--- src/rtl/fanpwm_pkg.sv ---
package fanpwm_pkg;

  localparam int REG_W = 32;
  localparam int CH_STRIDE = 12;
  localparam logic [7:0] OFS_PRESCALE = 8'h00;
  localparam logic [7:0] OFS_CTRL     = 8'h08;
  localparam logic [7:0] OFS_CH_BASE  = 8'h0C;

  // control layout: channel 0 at bit 0, channel c>0 at 4c+4
  function automatic int en_pos(input int ch);
    return (ch == 0) ? 0 : (4 * ch + 4);
  endfunction

  function automatic int inv_pos(input int ch);
    return en_pos(ch) + 2;
  endfunction

  function automatic int cont_pos(input int ch);
    return en_pos(ch) + 3;
  endfunction

  function automatic logic [REG_W-1:0] ctrl_mask(input int nch);
    logic [REG_W-1:0] m;
    m = '0;
    for (int c = 0; c < nch; c++) begin
      m[en_pos(c)]   = 1'b1;
      m[inv_pos(c)]  = 1'b1;
      m[cont_pos(c)] = 1'b1;
    end
    return m;
  endfunction

  function automatic logic [REG_W-1:0] ctrl_reset(input int nch);
    logic [REG_W-1:0] m;
    m = '0;
    for (int c = 0; c < nch; c++) m[cont_pos(c)] = 1'b1;
    return m;
  endfunction

endpackage

--- src/rtl/fanpwm_regs.sv ---
module fanpwm_regs
  import fanpwm_pkg::*;
#(
  parameter int NUM_CH    = 4,
  parameter int NUM_PAIRS = 2,
  parameter int CNT_W     = 8,
  parameter int PRE_W     = 8,
  parameter int ADDR_W    = 8
) (
  input  logic                                 clk,
  input  logic                                 rst_n,
  input  logic                                 wr,
  input  logic [ADDR_W-1:0]                    addr,
  input  logic [REG_W-1:0]                     wdata,
  output logic [REG_W-1:0]                     rdata,
  output logic [NUM_PAIRS-1:0][PRE_W-1:0]      pre_div,
  output logic [REG_W-1:0]                     ctrl,
  output logic [NUM_CH-1:0][CNT_W-1:0]         period,
  output logic [NUM_CH-1:0][CNT_W-1:0]         duty,
  input  logic [NUM_CH-1:0][CNT_W-1:0]         live_cnt
);

  localparam int PRE_BITS = NUM_PAIRS * PRE_W;
  localparam logic [REG_W-1:0] CTRL_MASK = ctrl_mask(NUM_CH);
  localparam logic [REG_W-1:0] CTRL_RST  = ctrl_reset(NUM_CH);

  function automatic logic [ADDR_W-1:0] ch_ofs(input int c, input int k);
    return ADDR_W'(int'(OFS_CH_BASE) + CH_STRIDE * c + 4 * k);
  endfunction

  always_ff @(posedge clk or negedge rst_n) begin
    if (!rst_n) begin
      pre_div <= '0;
      ctrl    <= CTRL_RST;
      period  <= '1;
      duty    <= '1;
    end else if (wr) begin
      if (addr == ADDR_W'(OFS_PRESCALE)) pre_div <= wdata[PRE_BITS-1:0];
      if (addr == ADDR_W'(OFS_CTRL))     ctrl    <= wdata & CTRL_MASK;
      for (int c = 0; c < NUM_CH; c++) begin
        if (addr == ch_ofs(c, 0)) period[c] <= wdata[CNT_W-1:0];
        if (addr == ch_ofs(c, 1)) duty[c]   <= wdata[CNT_W-1:0];
      end
    end
  end

  always_comb begin
    rdata = '0;
    if (addr == ADDR_W'(OFS_PRESCALE)) rdata[PRE_BITS-1:0] = pre_div;
    if (addr == ADDR_W'(OFS_CTRL))     rdata = ctrl;
    for (int c = 0; c < NUM_CH; c++) begin
      if (addr == ch_ofs(c, 0)) rdata[CNT_W-1:0] = period[c];
      if (addr == ch_ofs(c, 1)) rdata[CNT_W-1:0] = duty[c];
      if (addr == ch_ofs(c, 2)) rdata[CNT_W-1:0] = live_cnt[c];
    end
  end

endmodule

--- src/rtl/fanpwm_prescaler.sv ---
module fanpwm_prescaler #(
  parameter int PRE_W = 8
) (
  input  logic             clk,
  input  logic             rst_n,
  input  logic [PRE_W-1:0] div,
  output logic             tick
);

  logic [PRE_W-1:0] phase;

  // field value 0 parks the divider: no ticks at all
  assign tick = (div != '0) && (phase >= div);

  always_ff @(posedge clk or negedge rst_n) begin
    if (!rst_n)                         phase <= '0;
    else if (div == '0 || phase >= div) phase <= '0;
    else                                phase <= phase + 1'b1;
  end

endmodule

--- src/rtl/fanpwm_channel.sv ---
module fanpwm_channel #(
  parameter int CNT_W = 8
) (
  input  logic             clk,
  input  logic             rst_n,
  input  logic             tick,
  input  logic             en,
  input  logic             inv,
  input  logic             cont,
  input  logic [CNT_W-1:0] period,
  input  logic [CNT_W-1:0] duty,
  output logic [CNT_W-1:0] cnt,
  output logic [CNT_W-1:0] duty_act,
  output logic             pwm
);

  logic at_zero;
  assign at_zero = (cnt == '0);

  always_ff @(posedge clk or negedge rst_n) begin
    if (!rst_n) begin
      cnt      <= '1;
      duty_act <= '1;
    end else if (!en) begin
      cnt      <= period;
      duty_act <= duty;
    end else if (tick) begin
      if (!at_zero) begin
        cnt <= cnt - 1'b1;
      end else if (cont) begin
        cnt      <= period;
        duty_act <= duty;
      end
    end
  end

  assign pwm = en ? ((cnt <= duty_act) ^ inv) : inv;

endmodule

--- src/rtl/fanpwm_quad.sv ---
module fanpwm_quad
  import fanpwm_pkg::*;
#(
  parameter int NUM_CH      = 4,
  parameter int CH_PER_PAIR = 2,
  parameter int CNT_W       = 8,
  parameter int PRE_W       = 8,
  parameter int ADDR_W      = 8
) (
  input  logic              clk,
  input  logic              rst_n,
  input  logic              bus_wr,
  input  logic [ADDR_W-1:0] bus_addr,
  input  logic [31:0]       bus_wdata,
  output logic [31:0]       bus_rdata,
  output logic [NUM_CH-1:0] pwm_out
);

  localparam int NUM_PAIRS = (NUM_CH + CH_PER_PAIR - 1) / CH_PER_PAIR;

  logic [NUM_PAIRS-1:0][PRE_W-1:0] pre_div;
  logic [NUM_PAIRS-1:0]            pair_tick;
  logic [REG_W-1:0]                ctrl;
  logic [NUM_CH-1:0][CNT_W-1:0]    period, duty, live_cnt, duty_act;
  logic [NUM_CH-1:0]               en_vec, inv_vec, cont_vec, ch_tick;

  fanpwm_regs #(
    .NUM_CH(NUM_CH), .NUM_PAIRS(NUM_PAIRS), .CNT_W(CNT_W),
    .PRE_W(PRE_W), .ADDR_W(ADDR_W)
  ) u_regs (
    .clk(clk), .rst_n(rst_n), .wr(bus_wr), .addr(bus_addr),
    .wdata(bus_wdata), .rdata(bus_rdata), .pre_div(pre_div),
    .ctrl(ctrl), .period(period), .duty(duty), .live_cnt(live_cnt)
  );

  for (genvar p = 0; p < NUM_PAIRS; p++) begin : g_pair
    fanpwm_prescaler #(.PRE_W(PRE_W)) u_pre (
      .clk(clk), .rst_n(rst_n), .div(pre_div[p]), .tick(pair_tick[p])
    );
  end

  for (genvar c = 0; c < NUM_CH; c++) begin : g_ch
    localparam int PAIR = c / CH_PER_PAIR;
    assign en_vec[c]   = ctrl[en_pos(c)];
    assign inv_vec[c]  = ctrl[inv_pos(c)];
    assign cont_vec[c] = ctrl[cont_pos(c)];
    assign ch_tick[c]  = pair_tick[PAIR];

    fanpwm_channel #(.CNT_W(CNT_W)) u_ch (
      .clk(clk), .rst_n(rst_n), .tick(ch_tick[c]), .en(en_vec[c]),
      .inv(inv_vec[c]), .cont(cont_vec[c]), .period(period[c]),
      .duty(duty[c]), .cnt(live_cnt[c]), .duty_act(duty_act[c]),
      .pwm(pwm_out[c])
    );
  end

endmodule

--- config.mk ---
export PLATFORM = sky130hd
export DESIGN_NAME = fanpwm_quad
export DESIGN_NICKNAME = d
export VERILOG_FILES = /design/src/rtl/fanpwm_pkg.sv /design/src/rtl/fanpwm_regs.sv /design/src/rtl/fanpwm_prescaler.sv /design/src/rtl/fanpwm_channel.sv /design/src/rtl/fanpwm_quad.sv
export SDC_FILE = /design/constraint.sdc
export NUM_CORES = 1
export LEC_CHECK = 0
export BUFFER_PORTS_ARGS = -buffer_cell sky130_fd_sc_hd__buf_2
export CAP_MARGIN = 20
export CORE_ASPECT_RATIO = 1.25
export CORE_MARGIN = 1.5
export CORE_UTILIZATION = 50
export CTS_BUF_LIST = sky130_fd_sc_hd__clkbuf_4 sky130_fd_sc_hd__clkbuf_8 sky130_fd_sc_hd__clkbuf_16
export DETAILED_ROUTE_END_ITERATION = 16
export GPL_ROUTABILITY_DRIVEN = 0
export PLACE_DENSITY = 0.68
export SLEW_MARGIN = 20
export SYNTH_ARGS = -nofsm -noshare
export SYNTH_HDL_FRONTEND = slang
export SYNTH_SLANG_ARGS = --single-unit
--- constraint.sdc ---
create_clock -name clk -period 4 [get_ports clk]
set_clock_uncertainty 0.15 [all_clocks]
set_input_delay 0.4 -clock clk [delete_from_list [all_inputs] [get_ports clk]]
set_output_delay 0.4 -clock clk [all_outputs]
set_load 0.005 [all_outputs]
==> flow_summary.toml, run 1 <==
[critical_path]
critPathMaxStageDelay_ps = 540
end_kind = "primary output"
worst_ep_required_time_ps = 3450
path_cells = "buf_2, nor4b_1, nand2_1, o311ai_0, a21oi_1, o32ai_1, buf_2"
reg2reg_to = "g_ch[2].u_ch.duty_act[1]"
arrival_ps = 2590
crit_path_max_fanout = 13
reg2reg_setup_slack_ps = 1050
path_buf_inv = 2
crit_start = "bus_addr[4]"
rr_worst_depth = 8
cp_num_cells = 7
rr_startpoint = "u_regs.pre_div[15]"
critical_path.endpoint = "bus_rdata[3]"
start_kind = "input pin"
crit_family = "compound AO/OA/AOI/OAI gates"
critPathKind = "in2out"
cp_slowest_cell = "nor4b_1"
cp_common_cell = "buf_2"

[outcome]
outcome = "completed"

[global_route]
grt_pass1_wl_um = 45200
overflow = 0
grt_max_degree = 98
antenna_found_initial = 0
grt_pass1_vias = 8168
grt_usage_pct = 27.2

[floorplanning]
fp.dieArea_um2 = 21600
initial_core_util_pct = 51.2
die_w_um = 132
core_area_um2 = 20200
die_h_um = 164
pin_count = 79
rows = 58

[worst_hold_path]
hp-class = "in2reg"
min_path_cells = 2
min_from = "bus_wdata[16]"

[sta]
worstMarginPinSlew_ps = 874
finalMaxSlewViolations = 0
hold_viol = 0
fin_crit_sh_pct = 78.6
hold_ws_ps = 46.0
fmax_ghz = 0.318
totalNegativeSetupSlack_ps = 0
layout_min_cycle_time_ps = 3140
rsz0062_at_grt = "false"
setup_violations = 0
slew-limit-headroom_pct = 41.7

[synth]
avgSynthCellArea_um2 = 9.82
ys_types = 74
yosysSeqAreaShare_pct = 43.2
ys_ff_latch = 172
async_flop_share_pct = 100
synth_flop_cell = "dfstp_2"
syn_area_um2 = 10300
netlist_instances = 1053
synth_warnings = 0
synth_edf_count = 0

[finish]
area_delta_synth_final_pct = 10.6
fin_area_um2 = 11400
antennaDiodeCount = 0
final_cell_mix = "dfstp_2 (132), mux2_2 (101), nand2_1 (93), inv_1 (82), nor2_1 (79)"
stdcell_count = 1380
layout-drive-gt1-share_pct = 31.5
nets = 1198
final_common_cell = "dfstp_2"

[routing]
vias_per_cell = 6.04
dr.pass1.iters = 6
postRouteAntennaNets = 0
drc_errors = 0
drt-initial-drc-count = 780
avgRoutedWirePerCell_um = 20.7
routed_wl_um = 28600
vias = 8336

[power]
swShare_pct = 29.8
power.total_w = 0.00450
combPwrFrac_pct = 17.2
p_switching_w = 0.00134
power_report.internal_total_w = 0.00316
p_seq_share_pct = 45.3
vdd_drop_max_mv = 0.262
leakagePower_nw = 4.82
power_density_nw_per_um2 = 393
p_clk_share_pct = 37.4

[clock_tree]
cts_resized = 0
cts_buffers = 17
clk_transition_reported_paths_ps = 60
post_cts_buffers = 0
cts_num_sinks = 172
clock_latency_ps = 440
root_buffer = "clkbuf_16"
htree_levels = 4
ctsLongestPathBuffers = 2
cts_tree = "built"

[placed_design]
dpl.cell_count = 1347
placed_area_um2 = 10800
numPortBuffers = 52
dpl.hpwl_um = 21000

[run]
cap_viol_max_count = 0
==> cells in the mapped netlist, types with 9 or more instances <==
cell type	instances	area share, %
nor2b_1	15	0.91
a21oi_1	35	1.7
nor3_1	28	1.4
mux2_2	101	11
and3_1	10	0.61
dfstp_2	132	34
nor4_1	9	0.54
o21ai_0	67	3.2
nor2_1	79	2.9
nand2_1	93	3.4
xor2_1	10	0.85
nand3_1	37	1.8
inv_1	82	3.0
ha_1	58	7.0
buf_4	17	1.2
nand2b_1	9	0.54
clkbuf_1	33	1.2
a211oi_1	9	0.65
dfrtp_1	40	9.7
a22oi_1	13	0.94
==> flip-flops by register name (all words and copies together) (netlist names) <==
signal	cells
g_pair.u_pre.phase	16
u_regs.period	32
u_regs.pre_div	16
u_regs.duty	32
g_ch.u_ch.cnt	32
u_regs.ctrl	12
g_ch.u_ch.duty_act	32
==> what timing repair did <==
| action | CTS | global route |
|---|---|---|
| endpoints found under the hold margin | 35 | 0 |
| hold buffers | 1 | 0 |
| setup endpoints to repair | 0 | 0 |
==> worst min path at each step <==
stage                                     to  slack [ps]
floorplan           g_pair[0].u_pre.phase[0]         -50
global placement    g_ch[0].u_ch.duty_act[0]         300
detailed placement  g_ch[0].u_ch.duty_act[0]         300
CTS                          u_regs.ctrl[16]          40
global route              u_regs.pre_div[13]          40
finish                       u_regs.ctrl[16]          50
==> logic make-up (layout without fill, tap and decap cells) <==
| family | after synthesis | count (layout) | share of synthesized area [%] |
|---|---|---|---|
| adders and majority gates | 58 | 58 | 7.02 |
| DFF | 172 | 172 | 43.2 |
| and+or+nand+nor | 320 | 320 | 14.8 |
| xor gates and xnor gates | 18 | 18 | 1.52 |
| muxes | 113 | 113 | 12.5 |
| buffers and inverters | 139 | 184 | 5.75 |
| other | 1 | 13 | 0.0363 |
| AOI/OAI and AO/OA | 232 | 232 | 15.1 |
==> per-layer routing <==
| layer | global-route usage (%) | up-vias | part of all wire [%] |
|---|---|---|---|
| met5 | 0 | - | 0 |
| met4 | 12.7 | 0 | 4.1 |
| li1 | - | 3869 | - |
| met2 | 47.4 | 280 | 49 |
| met1 | 33.1 | 4122 | 42 |
| met3 | 4.26 | 65 | 4.5 |
==> cell type report <==
class / instances / area [µm²]
multi-input cells: 754 / 5330
clock buffers: 20 / 454
inverters: 83 / 312
repair buffers: 69 / 397
clock inverters: 12 / 138
flip-flops and latches: 172 / 4470
well taps: 270 / 338
fillers: 1822 / 8740
==> metrics by stage <==
step                worst slack (ps)  utilization (%)
floorplan                       1220                -
global placement                 949             53.7
detailed placement               932             53.7
CTS                              901             56.7
global route                     631             56.7
finish                           857             56.7
==> power groups by stage <==
stage	Sequential [W]	Clock [W]	Combinational, W
6_report	0.00204	0.00168	0.000775
5_1_grt	0.00205	0.00178	0.000871
4_1_cts	0.00203	0.00171	0.000771
3_5_place_dp	0.00206	0	0.000764
3_3_place_gp	0.00206	0	0.000747
2_1_floorplan	0.00199	0	0.000564
==> worst reg2reg max path: stages, from the launching register on <==
cell,delay [ps]
dfrtp_1,400
inv_1,60
ha_1,260
o21ai_0,120
a22oi_1,470
nand2_1,430
o21ai_1,350
buf_4,280
mux2_2,370
(Power assumes the default switching activity.)
==> run 2: changes to the inputs <==
- clock period: 4 -> 3.2 ns (I/O delays scaled with it)
==> flow_summary.toml, run 2 (synthesis results as in run 1) <==
[floorplanning]
pin_count = 79
initial_core_util_pct = 51.2
rows = 58
core_area_um2 = 20200
die_h_um = 164
fp.dieArea_um2 = 21600
die_w_um = 132

[routing]
vias = 8492
vias_per_cell = 6.04
postRouteAntennaNets = 0
drt-initial-drc-count = 667
dr.pass1.iters = 6
routed_wl_um = 28500
avgRoutedWirePerCell_um = 20.3
drc_errors = 0

[placed_design]
place_ws_ps = 442
numPortBuffers = 52
dpl.hpwl_um = 20900

[clock_tree]
cts_buffers = 17
cts_tree = "built"
cts_resized = 0
htree_levels = 4
cts_num_sinks = 172
ctsLongestPathBuffers = 2
root_buffer = "clkbuf_16"
clk_transition_reported_paths_ps = 60
clock_latency_ps = 430

[sta]
fin_ws_ps = 317
worstMarginPinSlew_ps = 809
rsz0062_at_grt = "false"
hold_viol = 0
setup_violations = 0
slew-limit-headroom_pct = 45.9
finalMaxSlewViolations = 0
fmax_ghz = 0.347
totalNegativeSetupSlack_ps = 0
fin_crit_sh_pct = 90.1
layout_min_cycle_time_ps = 2880
hold_ws_ps = 104

[run]
cap_viol_max_count = 0

[worst_hold_path]
hp-class = "in2reg"

[power]
vdd_drop_max_mv = 0.348
power.total_w = 0.00563
leakagePower_nw = 4.95
power_density_nw_per_um2 = 482

[global_route]
grt_max_degree = 71
grt_usage_pct = 27.3
grt_pass1_wl_um = 45600
grt_pass1_vias = 8322
overflow = 0
antenna_found_initial = 0

[critical_path]
crit_path_max_fanout = 6
reg2reg_setup_slack_ps = 430
worst_ep_required_time_ps = 2730
start_kind = "flip-flop"
end_kind = "primary output"
arrival_ps = 2410
critPathKind = "reg2out"

[finish]
fillers = 1813
seq_area_um2 = 4470
final_util_pct = 57.9
nets = 1222
area_delta_synth_final_pct = 13.0
layout-drive-gt1-share_pct = 32.0
multi_input_area_um2 = 5330
final_cell_mix = "dfstp_2 (132), mux2_2 (101), nand2_1 (93), inv_1 (82), nor2_1 (79)"
final_common_cell = "dfstp_2"

[outcome]
outcome = "completed"
[run 2: cell count changes in the layout (fill, tap and decap cells not counted), sizes merged]
cell	before	now
diode	0	2
dlygate4sd3	1	12
clkinvlp	3	1
bufinv	2	1
clkinv	4	6
buf	68	81
clkbuf	20	21
[run 2: path summary, 6_finish.rpt]
| kind | to | cells after the start | from |
|---|---|---|---|
| setup / recovery | pwm_out[1] | 9 | g_ch[1].u_ch.cnt[0] |
| hold / removal | u_regs.period[21] | 3 | bus_wdata[5] |
| setup reg to reg | g_ch[1].u_ch.duty_act[5] | 5 | g_ch[1].u_ch.cnt[2] |
| hold reg to reg | g_ch[0].u_ch.duty_act[0] | 2 | g_ch[0].u_ch.duty_act[0] |
| max in group asynchronous | u_regs.period[13] | 3 | rst_n |
| min in group asynchronous | g_pair[1].u_pre.phase[1] | 2 | rst_n |
[run 2: worst max-delay path: stages (launching register included)]
cell and delay (ps):
dfstp_2 600, inv_1 150, ha_1 220, nor2b_1 100
o21ai_0 80, a21oi_1 140, nor2_1 60, o31ai_1 330
xnor2_1 170, buf_2 130
[run 2: routing by layer]
layer / part of all wire (%) / track usage [%] / vias to the layer above
met1: 40 / 33.3 / 4147
li1: - / - / 3910
met3: 5.9 / 4.23 / 82
met5: 0 / 0 / -
met2: 50 / 47.6 / 353
met4: 4.2 / 13.1 / 0
[run 2: timing repair]
item	CTS	global route
hold buffers	12	0
hold endpoints to repair	34	0
buffers inserted	0	0
[run 2: per-stage QoR]
stage | area, µm² | cells
after CTS | 11700 | 1404
after global routing | 11700 | 1404
final | 11700 | 1406
after global placement | 11000 | 1360
after detailed placement | 11000 | 1360
after floorplan | 10400 | 1065
[run 2: area by class of cell]
type	instances	area share (%)
tap	270	2.89
inverter	83	2.67
clock inverter	11	0.911
timing repair buffer	93	5.39
sequential	172	38.3
clock buffer	21	4.16
antenna	2	0.0429
multi-input combinational	754	45.7
[run 2: where the power goes]
part           switching (W)  internal [W]  total (W)
sequential          0.000166       0.00238    0.00254
clock               0.000893       0.00118    0.00207
combinational       0.000606      0.000411    0.00102
total                0.00166       0.00396    0.00563
